===== config.mk =====
export PLATFORM = sky130hd
export DESIGN_NAME = acc_core
export DESIGN_NICKNAME = d
export VERILOG_FILES = /design/src/rtl/acc_pkg.sv /design/src/rtl/acc_alu.sv /design/src/rtl/acc_ctrl.sv /design/src/rtl/acc_core.sv
export SDC_FILE = /design/constraint.sdc
export NUM_CORES = 1
export LEC_CHECK = 0
export ABC_CLOCK_PERIOD_IN_PS = 9600
export BUFFER_PORTS_ARGS = -buffer_cell sky130_fd_sc_hd__clkbuf_2
export CAP_MARGIN = 5
export CELL_PAD_IN_SITES_DETAIL_PLACEMENT = 1
export CELL_PAD_IN_SITES_GLOBAL_PLACEMENT = 2
export CORE_ASPECT_RATIO = 0.75
export CORE_UTILIZATION = 36
export CTS_CLUSTER_DIAMETER = 200
export DETAILED_ROUTE_END_ITERATION = 12
export PLACE_DENSITY = 0.85
export REMOVE_ABC_BUFFERS = 1
export SLEW_MARGIN = 20
export SYNTH_ARGS = -nofsm -noshare
export SYNTH_HDL_FRONTEND = slang
export SYNTH_HIERARCHICAL = 1
export SYNTH_SLANG_ARGS = --single-unit

===== constraint.sdc =====
create_clock -name clk -period 9.6 [get_ports clk]
set_input_delay 1.92 -clock clk [delete_from_list [all_inputs] [get_ports clk]]
set_output_delay 1.92 -clock clk [all_outputs]
set_load 0.03 [all_outputs]

===== src/rtl/acc_pkg.sv =====
package acc_pkg;

   // opcode values in bits 15:12 of an instruction word
   localparam logic [3:0] OPC_RD   = 4'h1;
   localparam logic [3:0] OPC_ADD  = 4'h2;
   localparam logic [3:0] OPC_WR   = 4'h3;
   localparam logic [3:0] OPC_SUB  = 4'h4;
   localparam logic [3:0] OPC_PIN  = 4'h5;
   localparam logic [3:0] OPC_POUT = 4'h6;
   localparam logic [3:0] OPC_STOP = 4'h7;
   localparam logic [3:0] OPC_GOTO = 4'h8;
   localparam logic [3:0] OPC_SKZ  = 4'h9;
   localparam logic [3:0] OPC_SKP  = 4'hA;
   localparam logic [3:0] OPC_SKN  = 4'hB;

   typedef struct packed {
      logic z;
      logic p;
      logic n;
   } flags_t;

   typedef enum logic [1:0] {ALU_PASS, ALU_ADD, ALU_SUB} alu_op_e;

   typedef enum logic [3:0] {
      ST_FMAR, ST_FWAIT, ST_FMDR, ST_FIR, ST_DEC,
      ST_XMAR, ST_XWAIT, ST_XMDR, ST_XALU,
      ST_SMDR, ST_SWR, ST_IN, ST_OUT, ST_HALT
   } state_e;

   typedef struct packed {
      logic    mar_from_pc;
      logic    mar_from_ir;
      logic    mdr_from_mem;
      logic    mdr_from_acc;
      logic    ir_load;
      logic    pc_inc;
      logic    pc_jump;
      logic    acc_load;
      logic    b_from_in;
      alu_op_e alu_sel;
      logic    mem_we;
      logic    in_ready;
      logic    out_valid;
      logic    halted;
   } ctrl_t;

endpackage


===== src/rtl/acc_alu.sv =====
module acc_alu import acc_pkg::*; #(
   parameter int W            = 16,
   parameter bit SHARED_ADDER = 1'b1
) (
   input  logic [W-1:0] a,
   input  logic [W-1:0] b,
   input  alu_op_e      sel,
   output logic [W-1:0] res,
   output flags_t       flg
);

   logic [W-1:0] arith;

   generate
      if (SHARED_ADDER) begin : g_shared
         // one adder: subtraction through inverted operand and carry-in
         logic          neg;
         logic [W-1:0]  b_x;
         assign neg   = (sel == ALU_SUB);
         assign b_x   = b ^ {W{neg}};
         assign arith = a + b_x + {{(W-1){1'b0}}, neg};
      end else begin : g_split
         logic [W-1:0] sum_v;
         logic [W-1:0] dif_v;
         assign sum_v = a + b;
         assign dif_v = a - b;
         assign arith = (sel == ALU_SUB) ? dif_v : sum_v;
      end
   endgenerate

   assign res   = (sel == ALU_PASS) ? b : arith;
   assign flg.z = (res == '0);
   assign flg.n = res[W-1];
   assign flg.p = (res != '0) && !res[W-1];

endmodule


===== src/rtl/acc_ctrl.sv =====
module acc_ctrl import acc_pkg::*; (
   input  logic       clk,
   input  logic       rst_n,
   input  logic [3:0] op,
   input  flags_t     flg,
   input  logic       in_valid,
   input  logic       out_ready,
   output ctrl_t      ctl
);

   state_e state, nxt;

   always_ff @(posedge clk) begin
      if (!rst_n) state <= ST_FMAR;
      else        state <= nxt;
   end

   always_comb begin
      ctl = '0;
      nxt = state;
      unique case (state)
         ST_FMAR:  begin ctl.mar_from_pc = 1'b1; nxt = ST_FWAIT; end
         ST_FWAIT: nxt = ST_FMDR;
         ST_FMDR:  begin ctl.mdr_from_mem = 1'b1; nxt = ST_FIR; end
         ST_FIR:   begin ctl.ir_load = 1'b1; ctl.pc_inc = 1'b1; nxt = ST_DEC; end
         ST_DEC: begin
            nxt = ST_FMAR;
            case (op)
               OPC_RD, OPC_ADD, OPC_WR, OPC_SUB: nxt = ST_XMAR;
               OPC_PIN:  nxt = ST_IN;
               OPC_POUT: nxt = ST_OUT;
               OPC_GOTO: ctl.pc_jump = 1'b1;
               OPC_SKZ:  ctl.pc_inc = flg.z;
               OPC_SKP:  ctl.pc_inc = flg.p;
               OPC_SKN:  ctl.pc_inc = flg.n;
               default:  nxt = ST_HALT;
            endcase
         end
         ST_XMAR: begin
            ctl.mar_from_ir = 1'b1;
            nxt = (op == OPC_WR) ? ST_SMDR : ST_XWAIT;
         end
         ST_XWAIT: nxt = ST_XMDR;
         ST_XMDR:  begin ctl.mdr_from_mem = 1'b1; nxt = ST_XALU; end
         ST_XALU: begin
            ctl.acc_load = 1'b1;
            ctl.alu_sel  = (op == OPC_ADD) ? ALU_ADD :
                           (op == OPC_SUB) ? ALU_SUB : ALU_PASS;
            nxt = ST_FMAR;
         end
         ST_SMDR: begin ctl.mdr_from_acc = 1'b1; nxt = ST_SWR; end
         ST_SWR:  begin ctl.mem_we = 1'b1; nxt = ST_FMAR; end
         ST_IN: begin
            ctl.in_ready  = 1'b1;
            ctl.b_from_in = 1'b1;
            if (in_valid) begin
               ctl.acc_load = 1'b1;
               nxt = ST_FMAR;
            end
         end
         ST_OUT: begin
            ctl.out_valid = 1'b1;
            if (out_ready) nxt = ST_FMAR;
         end
         ST_HALT: ctl.halted = 1'b1;
         default: nxt = ST_FMAR;
      endcase
   end

   // at most one external action per cycle
   a_r9_one_action: assert property (@(posedge clk) disable iff (!rst_n)
      $onehot0({ctl.mem_we, ctl.in_ready, ctl.out_valid, ctl.halted}));

   // a memory-sourced accumulator update follows a memory read into the data register
   a_r2_operand_read: assert property (@(posedge clk) disable iff (!rst_n)
      (ctl.acc_load && !ctl.b_from_in) |-> $past(ctl.mdr_from_mem));

endmodule


===== src/rtl/acc_core.sv =====
module acc_core import acc_pkg::*; #(
   parameter int ADDR_W       = 12,
   parameter int DATA_W       = 16,
   parameter int OPC_W        = 4,
   parameter bit SHARED_ADDER = 1'b1
) (
   input  logic              clk,
   input  logic              rst_n,
   output logic [ADDR_W-1:0] mem_addr,
   output logic [DATA_W-1:0] mem_wdata,
   output logic              mem_we,
   input  logic [DATA_W-1:0] mem_rdata,
   output logic [ADDR_W-1:0] in_dev,
   output logic              in_ready,
   input  logic              in_valid,
   input  logic [DATA_W-1:0] in_data,
   output logic [ADDR_W-1:0] out_dev,
   output logic              out_valid,
   input  logic              out_ready,
   output logic [DATA_W-1:0] out_data,
   output logic              halted
);

   localparam int OP_LSB = DATA_W - OPC_W;

   generate
      if (OPC_W != 4) begin : g_bad_opc
         $error("acc_core: opcode field must be 4 bits");
      end
      if (DATA_W != OPC_W + ADDR_W) begin : g_bad_word
         $error("acc_core: word width must equal opcode plus field width");
      end
   endgenerate

   logic [ADDR_W-1:0] pc, mar;
   logic [DATA_W-1:0] mdr, ir, acc;
   flags_t            flg;

   logic [3:0]        op;
   logic [ADDR_W-1:0] field;
   ctrl_t             ctl;
   logic [DATA_W-1:0] alu_b, alu_res;
   flags_t            alu_flg;

   assign op    = ir[DATA_W-1:OP_LSB];
   assign field = ir[ADDR_W-1:0];
   assign alu_b = ctl.b_from_in ? in_data : mdr;

   acc_ctrl u_ctrl (
      .clk       (clk),
      .rst_n     (rst_n),
      .op        (op),
      .flg       (flg),
      .in_valid  (in_valid),
      .out_ready (out_ready),
      .ctl       (ctl)
   );

   acc_alu #(.W(DATA_W), .SHARED_ADDER(SHARED_ADDER)) u_alu (
      .a   (acc),
      .b   (alu_b),
      .sel (ctl.alu_sel),
      .res (alu_res),
      .flg (alu_flg)
   );

   always_ff @(posedge clk) begin
      if (!rst_n) begin
         pc  <= '0;
         mar <= '0;
         mdr <= '0;
         ir  <= '0;
         acc <= '0;
         flg <= '0;
      end else begin
         if (ctl.mar_from_pc)       mar <= pc;
         else if (ctl.mar_from_ir)  mar <= field;
         if (ctl.mdr_from_mem)      mdr <= mem_rdata;
         else if (ctl.mdr_from_acc) mdr <= acc;
         if (ctl.ir_load)           ir  <= mdr;
         if (ctl.pc_jump)           pc  <= field;
         else if (ctl.pc_inc)       pc  <= pc + 1'b1;
         if (ctl.acc_load) begin
            acc <= alu_res;
            flg <= alu_flg;
         end
      end
   end

   assign mem_addr  = mar;
   assign mem_wdata = mdr;
   assign mem_we    = ctl.mem_we;
   assign in_dev    = field;
   assign in_ready  = ctl.in_ready;
   assign out_dev   = field;
   assign out_valid = ctl.out_valid;
   assign out_data  = acc;
   assign halted    = ctl.halted;

   // never more than one flag, exactly one after a result
   a_r4_flags_onehot: assert property (@(posedge clk) disable iff (!rst_n)
      $onehot0(flg));
   a_r4_flag_after_result: assert property (@(posedge clk) disable iff (!rst_n)
      ctl.acc_load |=> ($countones(flg) == 1));

   // the stored word is the accumulator
   a_r3_store_value: assert property (@(posedge clk) disable iff (!rst_n)
      mem_we |-> (mem_wdata == acc));

   // input request held until accepted
   a_r7_in_hold: assert property (@(posedge clk) disable iff (!rst_n)
      (in_ready && !in_valid) |=> (in_ready && $stable(in_dev)));

   // output offer held stable until accepted
   a_r8_out_hold: assert property (@(posedge clk) disable iff (!rst_n)
      (out_valid && !out_ready) |=> (out_valid && $stable(out_data) && $stable(out_dev)));

   // stop is permanent
   a_r9_halt_sticky: assert property (@(posedge clk) disable iff (!rst_n)
      halted |=> halted);

endmodule


==> summary.txt <==
run status: completed
first-pass GRT wire length: 27400 um
First DRT Iteration DRCs: 226
fin crit share: 57.6%
Critical Path Sink Type: flip-flop
critical path class: flip-flop to flip-flop
unrepaired setup endpoints after global routing: no
Reg area: 1580 um^2
core area: 14700 um^2
post-route cell area: 6320 um^2
Detail Placement HPWL: 12400 um
drt drc: 0
Cell Pwr Density: 159 nW/um^2
most frequent cells after synthesis: 114 x nor2_1, 79 x dfxtp_1, 68 x mux2i_1
CTS tree: built
first drt pass iteration count: 4
sequential-to-total area share from yosys stat: 28.7%
Final #Nets: 772
Resize count post-CTS: 0
max_cap viols: 0
GRT Resource Usage Total: 22.6%
Clock Path Buffers: 2
DR vias: 4966
Adder-Cell Fraction of Synth Area: 4.23%
clk_skew: 10.3 ps
Rel. slew slack: 38.6%
Yosys reg bits: 79
final core occ: 43.0%
Post-Route WL: 16900 um
Synth cell types: 75
largest family of logic cells by synthesized area: simple AND/OR/NAND/NOR gates
Crit path max-delay family: simple AND/OR/NAND/NOR gates
Post-synth EDFFs: 0
fmax: 0.181 GHz
fin cells: 924
syn avg cell area: 8.41 um^2
Avg Vias per Cell: 5.37
most instantiated library cell after synthesis: nor2_1
H-Tree Depth: 3
most area-hungry cell type in the Yosys netlist: dfxtp_1
DIE HEIGHT: 109 um
Synth top area share: 28.7%
postcts setup bufs: 0
antenna violations before repair: 1
HP Class: flip-flop to flip-flop
top cells by area, synth: dfxtp_1 29%, mux2i_1 12%, nor2_1 7.8%
Fin. Hold Viols: 0
Worst path slowest cell: nor4_1
WL/cell: 18.3 um
Crit Path Max Fanout: 18
die width: 145 um
cts bufs inserted: 9
Worst-path clk slew: 60 ps
layout cell share with drive strength beyond 1: 24.9%
Max IR drop VDD: 0.0977 mV
Initial Utilization: 37.4%
Synth Flop Type: dfxtp_1
crit start category: flip-flop
Fin Setup TNS: 0 ps
Final ANT Viol Nets: 0
Leakage Power: 2.64 nW
number of global-route vias before repair: 5094
Placer Congestion: 0.854
grt total ovfl: 0
FILL cells: 1780
die area: 15800 um^2
Synth Area in Simple Gates: 23.0%
IO Pins: 108
port buffer count: 107
worst path buffer plus inverter count: 1
Tightest Pin Transition: 913 ps
synth warn: 6
minimum clock period: 5530 ps
Post-Synth XOR/XNOR Area: 5.25%
FP Rows: 38
mux cell area share after synthesis: 15.9%
Worst-Skew Late Latency: 350 ps
Final setup viols: 0
area fraction in compound gates after synthesis: 15.0%
multi-input logic area: 3510 um^2
largest net degree at the start of global routing: 69
crit path DAT: 5800 ps
mapped cell area: 5500 um^2
Clock Root Buffer: clkbuf_16
async set or reset register ratio after synthesis: 0%
Post-DP Area: 5990 um^2
DP Cell Count: 907
Cells after Synth: 654
Area Growth Syn to Fin: 14.8%
Hold Buf Count CTS: 0
Cell Chain, Critical Path: nand2b_4, or3_1, nor4_1, nand2b_1, buf_4, xnor2_1, fa_1, a211oi_2, o211ai_2, a2111oi_0, mux2i_1, nand4_1, nor4_2, and3b_1, mux2i_1, nor2_1
critical path's largest stage delay: 770 ps
Max Slew Vio Count: 0
most frequent cell on the critical path: mux2i_1
CTS sink count: 79
Worst EP required: 9870 ps
-- power by group --
part           switching (W)  internal [W]
registers          0.0000280      0.000343
logic               0.000153     0.0000967
clock network       0.000152      0.000231
total               0.000332      0.000671
-- layout make-up --
type | instances | area share [%]
diodes | 1 | 0.0396
clock buffers | 9 | 3.57
clock inverters | 7 | 1.64
inverters | 11 | 0.654
multi-input cells | 501 | 55.6
flip-flops and latches | 79 | 25.0
well taps | 200 | 3.96
repair buffers | 116 | 9.55
-- worst paths after layout --
path	from	to	slack, ps	cells past startpoint
max reg2reg	u_ctrl/state[3]	flg[2]	4070	16
max	u_ctrl/state[3]	flg[2]	4070	16
min reg2reg	flg[1]	flg[1]	510	2
min	flg[1]	flg[1]	510	2
-- sequential cells by signal (all words and copies together) (netlist names) --
name,cells
flg,3
u_ctrl/state,4
pc,12
mem_addr,12
ir,16
mem_wdata,16
out_data,16
-- worst register-to-register path: stages (launching register included) --
cell and delay (ps):
dfxtp_1 610, nand2b_4 130, or3_1 390, nor4_1 770, nand2b_1 130, buf_4 270, xnor2_1 230, fa_1 490
a211oi_2 350, o211ai_2 230, a2111oi_0 660, mux2i_1 320, nand4_1 150, nor4_2 310, and3b_1 200, mux2i_1 70
nor2_1 130
-- per-stage QoR --
step	power [W]	worst slack, ps	hold WS, ps
after floorplan	0.000544	4770	460
after global placement	0.000618	4490	478
after detailed placement	0.000628	4260	485
after CTS	0.00102	4190	509
after global routing	0.00105	3790	516
final	0.00100	4070	508
-- metal layers --
layer,wire length [um],GRT usage (%),vias to the layer above
met5,0,0,-
met4,136,4.44,0
met3,804,4.17,11
met1,8130,30.1,2410
met2,7820,37.9,114
li1,-,-,2431
-- kinds of logic after synthesis --
group                      after synthesis
adders and majority gates               18
buffers and inverters                   74
DFF                                     79
muxes                                   85
and+or+nand+nor                        240
xor gates and xnor gates                33
AOI/OAI and AO/OA                      125
-- cell usage in the layout, fill, tap and decap left out, types with 3 or more instances in the layout --
master     instances
a2111oi_0          4
a21o_1             9
a21oi_1           55
a31oi_1            3
and2_1             6
and3_1             5
and4bb_2           3
buf_4              9
clkbuf_16          9
clkbuf_2         107
dfxtp_1           79
ha_1              17
inv_1             10
mux2_2            17
mux2i_1           68
nand2_1           30
nand2b_1           6
nand3_1           10
nand3b_1           3
nand4_1            5
nor2_1           111
nor2_2             3
nor3_1            13
nor3_2             7
nor3b_1            5
nor4_1             5
o211ai_1           3
o21a_1             3
o21ai_0           14
o22ai_1            6
or3_1              3
xnor2_1           26
xor2_1             7
Note: power is estimated with default switching activity, not from simulation.
